==> config.mk <==
export PLATFORM = sky130hd
export DESIGN_NAME = hzd_fwd_ctrl
export DESIGN_NICKNAME = d
export VERILOG_FILES = /design/src/rtl/hzd_pkg.sv /design/src/rtl/hzd_fwd_sel.sv /design/src/rtl/hzd_load_use.sv /design/src/rtl/hzd_redirect.sv /design/src/rtl/hzd_fwd_ctrl.sv
export SDC_FILE = /design/constraint.sdc
export NUM_CORES = 1
export LEC_CHECK = 0
export CORE_ASPECT_RATIO = 0.8
export CORE_UTILIZATION = 25
export CTS_CLUSTER_SIZE = 40
export DETAILED_ROUTE_END_ITERATION = 6
export GPL_TIMING_DRIVEN = 0
export PLACE_DENSITY = 0.78
export REMOVE_ABC_BUFFERS = 1
export SETUP_SLACK_MARGIN = 0.3
export SLEW_MARGIN = 40
export SYNTH_ARGS = -nofsm -noshare
export SYNTH_HDL_FRONTEND = slang
export SYNTH_SLANG_ARGS = --single-unit
==> constraint.sdc <==
create_clock -name clk -period 1.9 [get_ports clk]
set_input_delay 0.475 -clock clk [delete_from_list [all_inputs] [get_ports clk]]
set_output_delay 0.475 -clock clk [all_outputs]
set_load 0.05 [all_outputs]
==> src/rtl/hzd_pkg.sv <==
package hzd_pkg;
    typedef enum logic [1:0] {
        FWD_RF    = 2'd0,
        FWD_EXMEM = 2'd1,
        FWD_WB    = 2'd2
    } fwd_sel_e;

    typedef enum logic [1:0] {
        ST_RUN   = 2'd0,
        ST_STALL = 2'd1,
        ST_FLUSH = 2'd2
    } ctl_state_e;
endpackage

==> src/rtl/hzd_fwd_sel.sv <==
module hzd_fwd_sel
    import hzd_pkg::*;
#(
    parameter int REG_AW = 5
) (
    input  logic [REG_AW-1:0] src,
    input  logic              use_en,
    input  logic [REG_AW-1:0] mem_rd,
    input  logic              mem_wen,
    input  logic [REG_AW-1:0] wb_rd,
    input  logic              wb_wen,
    output fwd_sel_e          sel
);
    always_comb begin
        sel = FWD_RF;
        if (use_en && (src != '0)) begin
            if (mem_wen && (mem_rd == src)) begin
                sel = FWD_EXMEM;
            end else if (wb_wen && (wb_rd == src)) begin
                sel = FWD_WB;
            end
        end
    end
endmodule

==> src/rtl/hzd_load_use.sv <==
module hzd_load_use #(
    parameter int REG_AW = 5
) (
    input  logic [REG_AW-1:0] id_rs,
    input  logic [REG_AW-1:0] id_rt,
    input  logic              id_rs_used,
    input  logic              id_rt_used,
    input  logic [REG_AW-1:0] ex_rd,
    input  logic              ex_wen,
    input  logic              ex_is_load,
    output logic              hazard
);
    logic producer;
    always_comb begin
        producer = ex_is_load && ex_wen && (ex_rd != '0);
        hazard   = producer &&
                   ((id_rs_used && (id_rs == ex_rd)) ||
                    (id_rt_used && (id_rt == ex_rd)));
    end
endmodule

==> src/rtl/hzd_redirect.sv <==
module hzd_redirect #(
    parameter int BLK_W = 10
) (
    input  logic             br_valid,
    input  logic [BLK_W-1:0] pred_blk,
    input  logic [BLK_W-1:0] res_blk,
    output logic             mispredict,
    output logic [BLK_W-1:0] target_blk
);
    always_comb begin
        mispredict = br_valid && (pred_blk != res_blk);
        target_blk = res_blk;
    end
endmodule

==> src/rtl/hzd_fwd_ctrl.sv <==
module hzd_fwd_ctrl
    import hzd_pkg::*;
#(
    parameter int REG_AW = 5,
    parameter int BLK_W  = 10
) (
    input  logic              clk,
    input  logic              rst_n,
    input  logic [REG_AW-1:0] id_rs,
    input  logic [REG_AW-1:0] id_rt,
    input  logic              id_rs_used,
    input  logic              id_rt_used,
    input  logic [REG_AW-1:0] ex_rs,
    input  logic [REG_AW-1:0] ex_rt,
    input  logic              ex_rs_used,
    input  logic              ex_rt_used,
    input  logic              ex_is_store,
    input  logic              ex_is_load,
    input  logic [REG_AW-1:0] ex_rd,
    input  logic              ex_wen,
    input  logic [REG_AW-1:0] mem_rd,
    input  logic              mem_wen,
    input  logic [REG_AW-1:0] wb_rd,
    input  logic              wb_wen,
    input  logic              br_valid,
    input  logic [BLK_W-1:0]  br_pred_blk,
    input  logic [BLK_W-1:0]  br_res_blk,
    output logic [1:0]        fwd_a,
    output logic [1:0]        fwd_b,
    output logic [1:0]        fwd_st,
    output logic              pc_hold,
    output logic              fe_hold,
    output logic              ex_bubble,
    output logic              flush_fe,
    output logic              redirect_en,
    output logic [BLK_W-1:0]  redirect_blk,
    output logic              ev_stall,
    output logic              ev_mispredict,
    output logic              ev_pred,
    output logic              ev_fwd_mem,
    output logic              ev_fwd_wb,
    output logic              ev_st_fwd
);
    localparam int NUM_SRC = 3;

    logic [REG_AW-1:0] src_reg [NUM_SRC];
    logic              src_use [NUM_SRC];
    fwd_sel_e          src_sel [NUM_SRC];

    always_comb begin
        src_reg[0] = ex_rs;
        src_use[0] = ex_rs_used;
        src_reg[1] = ex_rt;
        src_use[1] = ex_rt_used && !ex_is_store;
        src_reg[2] = ex_rt;
        src_use[2] = ex_is_store;
    end

    for (genvar g = 0; g < NUM_SRC; g++) begin : g_src
        hzd_fwd_sel #(.REG_AW(REG_AW)) u_sel (
            .src     (src_reg[g]),
            .use_en  (src_use[g]),
            .mem_rd  (mem_rd),
            .mem_wen (mem_wen),
            .wb_rd   (wb_rd),
            .wb_wen  (wb_wen),
            .sel     (src_sel[g])
        );
    end

    logic lu_hazard;
    hzd_load_use #(.REG_AW(REG_AW)) u_lu (
        .id_rs      (id_rs),
        .id_rt      (id_rt),
        .id_rs_used (id_rs_used),
        .id_rt_used (id_rt_used),
        .ex_rd      (ex_rd),
        .ex_wen     (ex_wen),
        .ex_is_load (ex_is_load),
        .hazard     (lu_hazard)
    );

    logic             mispredict;
    logic [BLK_W-1:0] target_blk;
    hzd_redirect #(.BLK_W(BLK_W)) u_redir (
        .br_valid   (br_valid),
        .pred_blk   (br_pred_blk),
        .res_blk    (br_res_blk),
        .mispredict (mispredict),
        .target_blk (target_blk)
    );

    logic stall_go;
    always_comb begin
        fwd_a        = src_sel[0];
        fwd_b        = src_sel[1];
        fwd_st       = src_sel[2];
        stall_go     = lu_hazard && !mispredict;
        pc_hold      = stall_go;
        fe_hold      = stall_go;
        ex_bubble    = stall_go;
        flush_fe     = mispredict;
        redirect_en  = mispredict;
        redirect_blk = target_blk;
    end

    ctl_state_e state_q, state_d;

    always_comb begin
        if (mispredict) begin
            state_d = ST_FLUSH;
        end else if (lu_hazard) begin
            state_d = ST_STALL;
        end else begin
            state_d = ST_RUN;
        end
    end

    always_ff @(posedge clk or negedge rst_n) begin
        if (!rst_n) begin
            state_q <= ST_RUN;
        end else begin
            state_q <= state_d;
        end
    end

    always_comb begin
        ev_stall      = 1'b0;
        ev_mispredict = 1'b0;
        unique case (state_q)
            ST_RUN:   ;
            ST_STALL: ev_stall      = 1'b1;
            ST_FLUSH: ev_mispredict = 1'b1;
            default:  ;
        endcase
    end

    logic any_mem, any_wb;
    always_comb begin
        any_mem = 1'b0;
        any_wb  = 1'b0;
        for (int i = 0; i < NUM_SRC; i++) begin
            any_mem = any_mem || (src_sel[i] == FWD_EXMEM);
            any_wb  = any_wb  || (src_sel[i] == FWD_WB);
        end
    end

    always_ff @(posedge clk or negedge rst_n) begin
        if (!rst_n) begin
            ev_pred    <= 1'b0;
            ev_fwd_mem <= 1'b0;
            ev_fwd_wb  <= 1'b0;
            ev_st_fwd  <= 1'b0;
        end else begin
            ev_pred    <= br_valid;
            ev_fwd_mem <= any_mem;
            ev_fwd_wb  <= any_wb;
            ev_st_fwd  <= (src_sel[2] != FWD_RF);
        end
    end
endmodule

==> results.cfg, run 1 <==
[setup_path]
crit_arrival_ps = 1860
required_ps = 1420
slowest_delay_ps = 460
endpoint_kind = output pin
crit_top_cell = buf_6
cp-start-kind = input pin
crit_end = pc_hold
crit_chain = buf_6, xnor2_2, nand4_1, o41a_1, a211oi_4, buf_6
critPathKind = input pin to output pin
worstPathMaxFanout = 4
startpoint = br_res_blk[2]
crit_slowest_cell = o41a_1

[power]
p_leak_nw = 0.964
seq_power_share_pct = 17.8
switching_share_pct = 34.9
peakVddDrop_mv = 0.205
power_density_nw_per_um2 = 353
power.net_switching_mw = 0.261
internal_power_mw = 0.488
combPwrFrac_pct = 56.9
p_clk_share_pct = 25.3
finalPower_mw = 0.749

[drt]
drt_iter0_drc = 38
antenna_left = 0
wirelength_mm = 3.94
drc = 0
first_pass_iters = 6
vias_per_cell = 4.61
vias = 1120
wire_per_inst_um = 16.2

[logic_synthesis]
synth_area_sq_um = 830
ys.flop_type = dfrtp_1
synth_common_cells = xor2_1, xnor2_1, buf_4
synth_top_area_share_pct = 23.2
synth_edf_count = 0
yosysUniqueCellTypes = 23
async_reset_ff_share_pct = 100
ys_ff_latch = 6
ys_seq_area_share_pct = 18.1
syn_inst = 98
yosysMostFrequentCell = xor2_1
syn_area_per_cell_sq_um = 8.46
synth.largest_area_cell = xor2_1
synthTopCellsByArea = xor2_1, xnor2_1, dfrtp_1
yosys_warnings = 0

[floorplanning]
fp.dieH_um = 53.5
ioPinCount = 94
die-area_sq_um = 3550
fp.dieW_um = 66.4
rows = 18
coreArea_sq_um = 3130
start_util_pct = 26.5

[timing]
rsz0062_at_grt = yes
max_slew_margin_pct = 63.0
fmax_mhz = 429
fin_crit_ps = 2330
period_share_pct = 123
timing_hold_violations_final = 0
finalWorstSetupSlack_ps = -430
hold_ws_ps = 495
finalSetupViolations = 14
tns_ps = -3100
drv_slew = 0
worst_pin_slew_ps = 549

[placement]
dpl.hpwl_mm = 2.71
dp_slack_ps = -1550
portBuffers = 93
gp_congestion = 0.874

[min_path]
hp-class = input pin to asynchronous set/reset pin

[clocking]
cts_hold_buf = 0
h-tree-depth = 1
clkTransAtPathRegs_ps = 30
clockBufferDepth = 2
clkSinkCount = 6
root_buffer = clkbuf_8
numCtsBuffers = 3
cts_tree = built

[run]
cap_violations = 0

[finish]
n_antenna_cell = 0
nNetsFinal = 272
fillers = 235
utilization_pct = 67.8
drive_above_1_share_pct = 58.6
areaGrowthSynthToFinish_pct = 156

[grt]
antenna_found_initial = 0
grt.overflow.total = 0
grt_pass1_vias = 1178
grt_max_degree = 7
grt_pass1_wl_mm = 5.15
grt_usage_pct = 20.0

[outcome]
status = finished with violations
violations = setup timing
==> stage by stage <==
stage / std cells / area, sq um
2_1_floorplan: 85 / 732
3_3_place_gp: 218 / 1710
3_5_place_dp: 218 / 1710
4_1_cts: 238 / 2020
5_1_grt: 243 / 2120
6_report: 243 / 2120
==> power groups by stage <==
stage | clock (mW) | combinational, mW | sequential, mW
5_1_grt | 0.202 | 0.448 | 0.133
4_1_cts | 0.190 | 0.388 | 0.133
3_3_place_gp | 0 | 0.362 | 0.135
2_1_floorplan | 0 | 0.101 | 0.144
6_report | 0.190 | 0.426 | 0.133
3_5_place_dp | 0 | 0.369 | 0.135
==> timing repair <==
action                     in CTS  in global routing
pin swaps                      52                 26
setup endpoints to repair      31                 17
setup buffers                  17                  5
resized for setup             347                 42
==> worst max-delay path: cells and delay by family <==
kind	cells	cell delay [ps]
xor+xnor	1	150
buf+inv	2	310
compound gates	2	800
simple gates	1	110
==> metal layers <==
layer	routed length [um]	vias to the layer above	global-route usage, %
met5	0	-	0
met4	59	0	6.38
met3	174	9	5.60
met2	2280	39	40.1
met1	1420	533	19.9
li1	-	539	-
==> cells by family (layout without fill, tap and decap cells) <==
| logic type | after synthesis | in the layout | synth area share [%] |
|---|---|---|---|
| buf+inv | 13 | 118 | 11.8 |
| flops | 6 | 6 | 18.1 |
| simple gates | 30 | 30 | 19.3 |
| xor+xnor | 40 | 40 | 42.2 |
| compound gates | 9 | 9 | 8.60 |
==> area by class of cell <==
cell class,instances,area (sq um),area share [%]
clock buffers,3,41.3,1.94
well taps,40,50.0,2.36
multi-input cells,79,782,36.8
flip-flops and latches,6,150,7.07
repair buffers,115,1100,51.8
==> state kept, by name (all words and copies together) (netlist names) <==
name / count
ev_fwd_mem: 1
ev_fwd_wb: 1
ev_pred: 1
ev_st_fwd: 1
state_q: 2
==> how the worst min path moves through the flow <==
stage | from | end | slack, ps | cells past startpoint
after detailed placement | rst_n | ev_pred | 730 | 1
final | rst_n | ev_st_fwd | 500 | 1
after floorplan | rst_n | ev_fwd_mem | 180 | 0
after global routing | rst_n | ev_st_fwd | 510 | 1
after CTS | rst_n | ev_st_fwd | 500 | 1
after global placement | rst_n | ev_pred | 730 | 1
==> cells in the final DEF (no fill, tap or decap), drive strengths merged <==
cell type,netlist,routed
a211oi,1,1
a21oi,1,1
a311o,1,1
and3,1,1
buf,13,72
clkbuf,0,9
clkdlybuf4s15,0,13
clkdlybuf4s50,0,11
dfrtp,6,6
dlygate4sd2,0,13
nand2,3,3
nand3,5,5
nand3b,1,1
nand4,3,3
nor2,6,6
nor2b,2,2
nor3,2,2
nor4,5,5
o211ai,1,1
o21ai,2,2
o22ai,1,1
o32ai,1,1
o41a,1,1
or4,2,2
xnor2,18,18
xor2,22,22
Note: power is estimated with default switching activity, not from simulation.
==> run 2, diff against run 1 <==
CTS_CLUSTER_SIZE = 10   (was 40)
RECOVER_POWER = 25   (was default)
==> run 2 against run 1 <==
Compared with the run above:
- the run still ends with setup timing left
- setup slack unchanged
- hold slack improved by 71 ps
- combinational power is essentially flat
- maximum frequency did not move
- total power barely moved
- design area unchanged
- critical path depth stayed put
- die area unchanged
- sequential share of layout area unchanged
- utilization is the same
- sequential power hardly changed
- non-clock buffer count did not move
- critical endpoint unchanged
- largest cell class unchanged
- highest routed layer unchanged
==> results.cfg, run 2 (same netlist as run 1, synthesis figures left out) <==
[outcome]
status = finished with violations
violations = setup timing

[floorplanning]
die-area_sq_um = 3550
fp.dieH_um = 53.5
coreArea_sq_um = 3130
fp.dieW_um = 66.4
start_util_pct = 26.5
ioPinCount = 94
rows = 18

[timing]
finalWorstSetupSlack_ps = -430
rsz0062_at_grt = yes
fin_crit_ps = 2330
worst_pin_slew_ps = 548
max_slew_margin_pct = 63.1
timing_hold_violations_final = 0
drv_slew = 0
finalSetupViolations = 14
tns_ps = -3100
fmax_mhz = 429
period_share_pct = 123

[drt]
drt_iter0_drc = 38
vias_per_cell = 4.61
wirelength_mm = 3.94
first_pass_iters = 6
antenna_left = 0
wire_per_inst_um = 16.2
drc = 0
vias = 1120

[setup_path]
crit_arrival_ps = 1860
required_ps = 1420
critPathKind = input pin to output pin
endpoint_kind = output pin
worstPathMaxFanout = 4
cp-start-kind = input pin

[finish]
fin_area_sq_um = 2120
n_antenna_cell = 0
drive_above_1_share_pct = 58.6
utilization_pct = 67.8
largest_reg_flops = 2
instances_no_fill = 243
final_cell_mix = buf_6, xor2_1, buf_2, dlygate4sd2_1, buf_4
areaGrowthSynthToFinish_pct = 156
fillers = 235
nNetsFinal = 272
regMostFlops = state_q
mostFrequentLayoutCell = buf_6

[grt]
grt_pass1_wl_mm = 5.15
grt_usage_pct = 20.0
grt_max_degree = 7
grt.overflow.total = 0
antenna_found_initial = 0
grt_pass1_vias = 1178

[power]
combPwrFrac_pct = 56.9
peakVddDrop_mv = 0.205
power.net_switching_mw = 0.261
internal_power_mw = 0.487
p_clk_share_pct = 25.3
seq_power_share_pct = 17.8
p_leak_nw = 0.964
power_density_nw_per_um2 = 353
switching_share_pct = 34.9

[run]
cap_violations = 0

[placement]
dpl.hpwl_mm = 2.71
dpl_cell_area_sq_um = 1710
gp_congestion = 0.874
dp_slack_ps = -1550
dp_cells = 218
portBuffers = 93

[min_path]
hp-class = input pin to asynchronous set/reset pin

[clocking]
clockBufferDepth = 2
cts_tree = built
cts_hold_buf = 0
h-tree-depth = 1
clkSinkCount = 6
numCtsBuffers = 3
clkTransAtPathRegs_ps = 30
root_buffer = clkbuf_8
run 2: changes by cell type in the layout (fill, tap and decap cells not counted), sizes merged:
cell	change
dlygate4sd3	+1
clkdlybuf4s50	-1
run 2: cell type report:
type / count / area (sq um) / share of cell area (%)
Sequential cell: 6 / 150 / 7.07
Clock buffer: 3 / 41.3 / 1.94
Multi-Input combinational cell: 79 / 782 / 36.8
Tap cell: 40 / 50.0 / 2.36
Timing Repair Buffer: 115 / 1100 / 51.8
run 2: critical path, cell delays in order:
cell and delay, ps:
buf_6 100, xnor2_2 150, nand4_1 110, o41a_1 460
a211oi_4 340, buf_6 210
run 2: timing repair:
item	in CTS	in global routing
gates resized for setup	347	42
setup endpoints to repair	31	17
buffers inserted	17	5
cloned	0	0
endpoints found under the hold margin	0	0
pin swaps	52	26
run 2: per-layer routing:
layer  up-vias  wire length (um)  global-route usage (%)
li1        539                 -                       -
met1       533              1420                    19.9
met2        39              2280                    40.1
met3         9               174                    5.60
met4         0                59                    6.38
met5         -                 0                       0
run 2: worst max-delay path by stage:
stage / startpoint / end / depth (start not counted)
2_1_floorplan: br_res_blk[2] / ex_bubble / 4
3_3_place_gp: br_res_blk[2] / pc_hold / 6
3_5_place_dp: br_res_blk[2] / pc_hold / 6
4_1_cts: br_pred_blk[6] / pc_hold / 6
5_1_grt: br_res_blk[2] / pc_hold / 6
6_report: br_res_blk[2] / pc_hold / 6
run 2: power groups by stage:
stage / Sequential, mW / Combinational, mW / Clock, mW
3_5_place_dp: 0.135 / 0.369 / 0
4_1_cts: 0.133 / 0.388 / 0.190
3_3_place_gp: 0.135 / 0.362 / 0
5_1_grt: 0.133 / 0.447 / 0.202
6_report: 0.133 / 0.426 / 0.190
2_1_floorplan: 0.144 / 0.101 / 0
run 2: metrics by stage:
stage                     hold slack, ps  total power [mW]
after floorplan                      179             0.245
after global placement               727             0.497
after detailed placement             731             0.504
after CTS                            499             0.711
after global routing                 585             0.782
final                                566             0.749
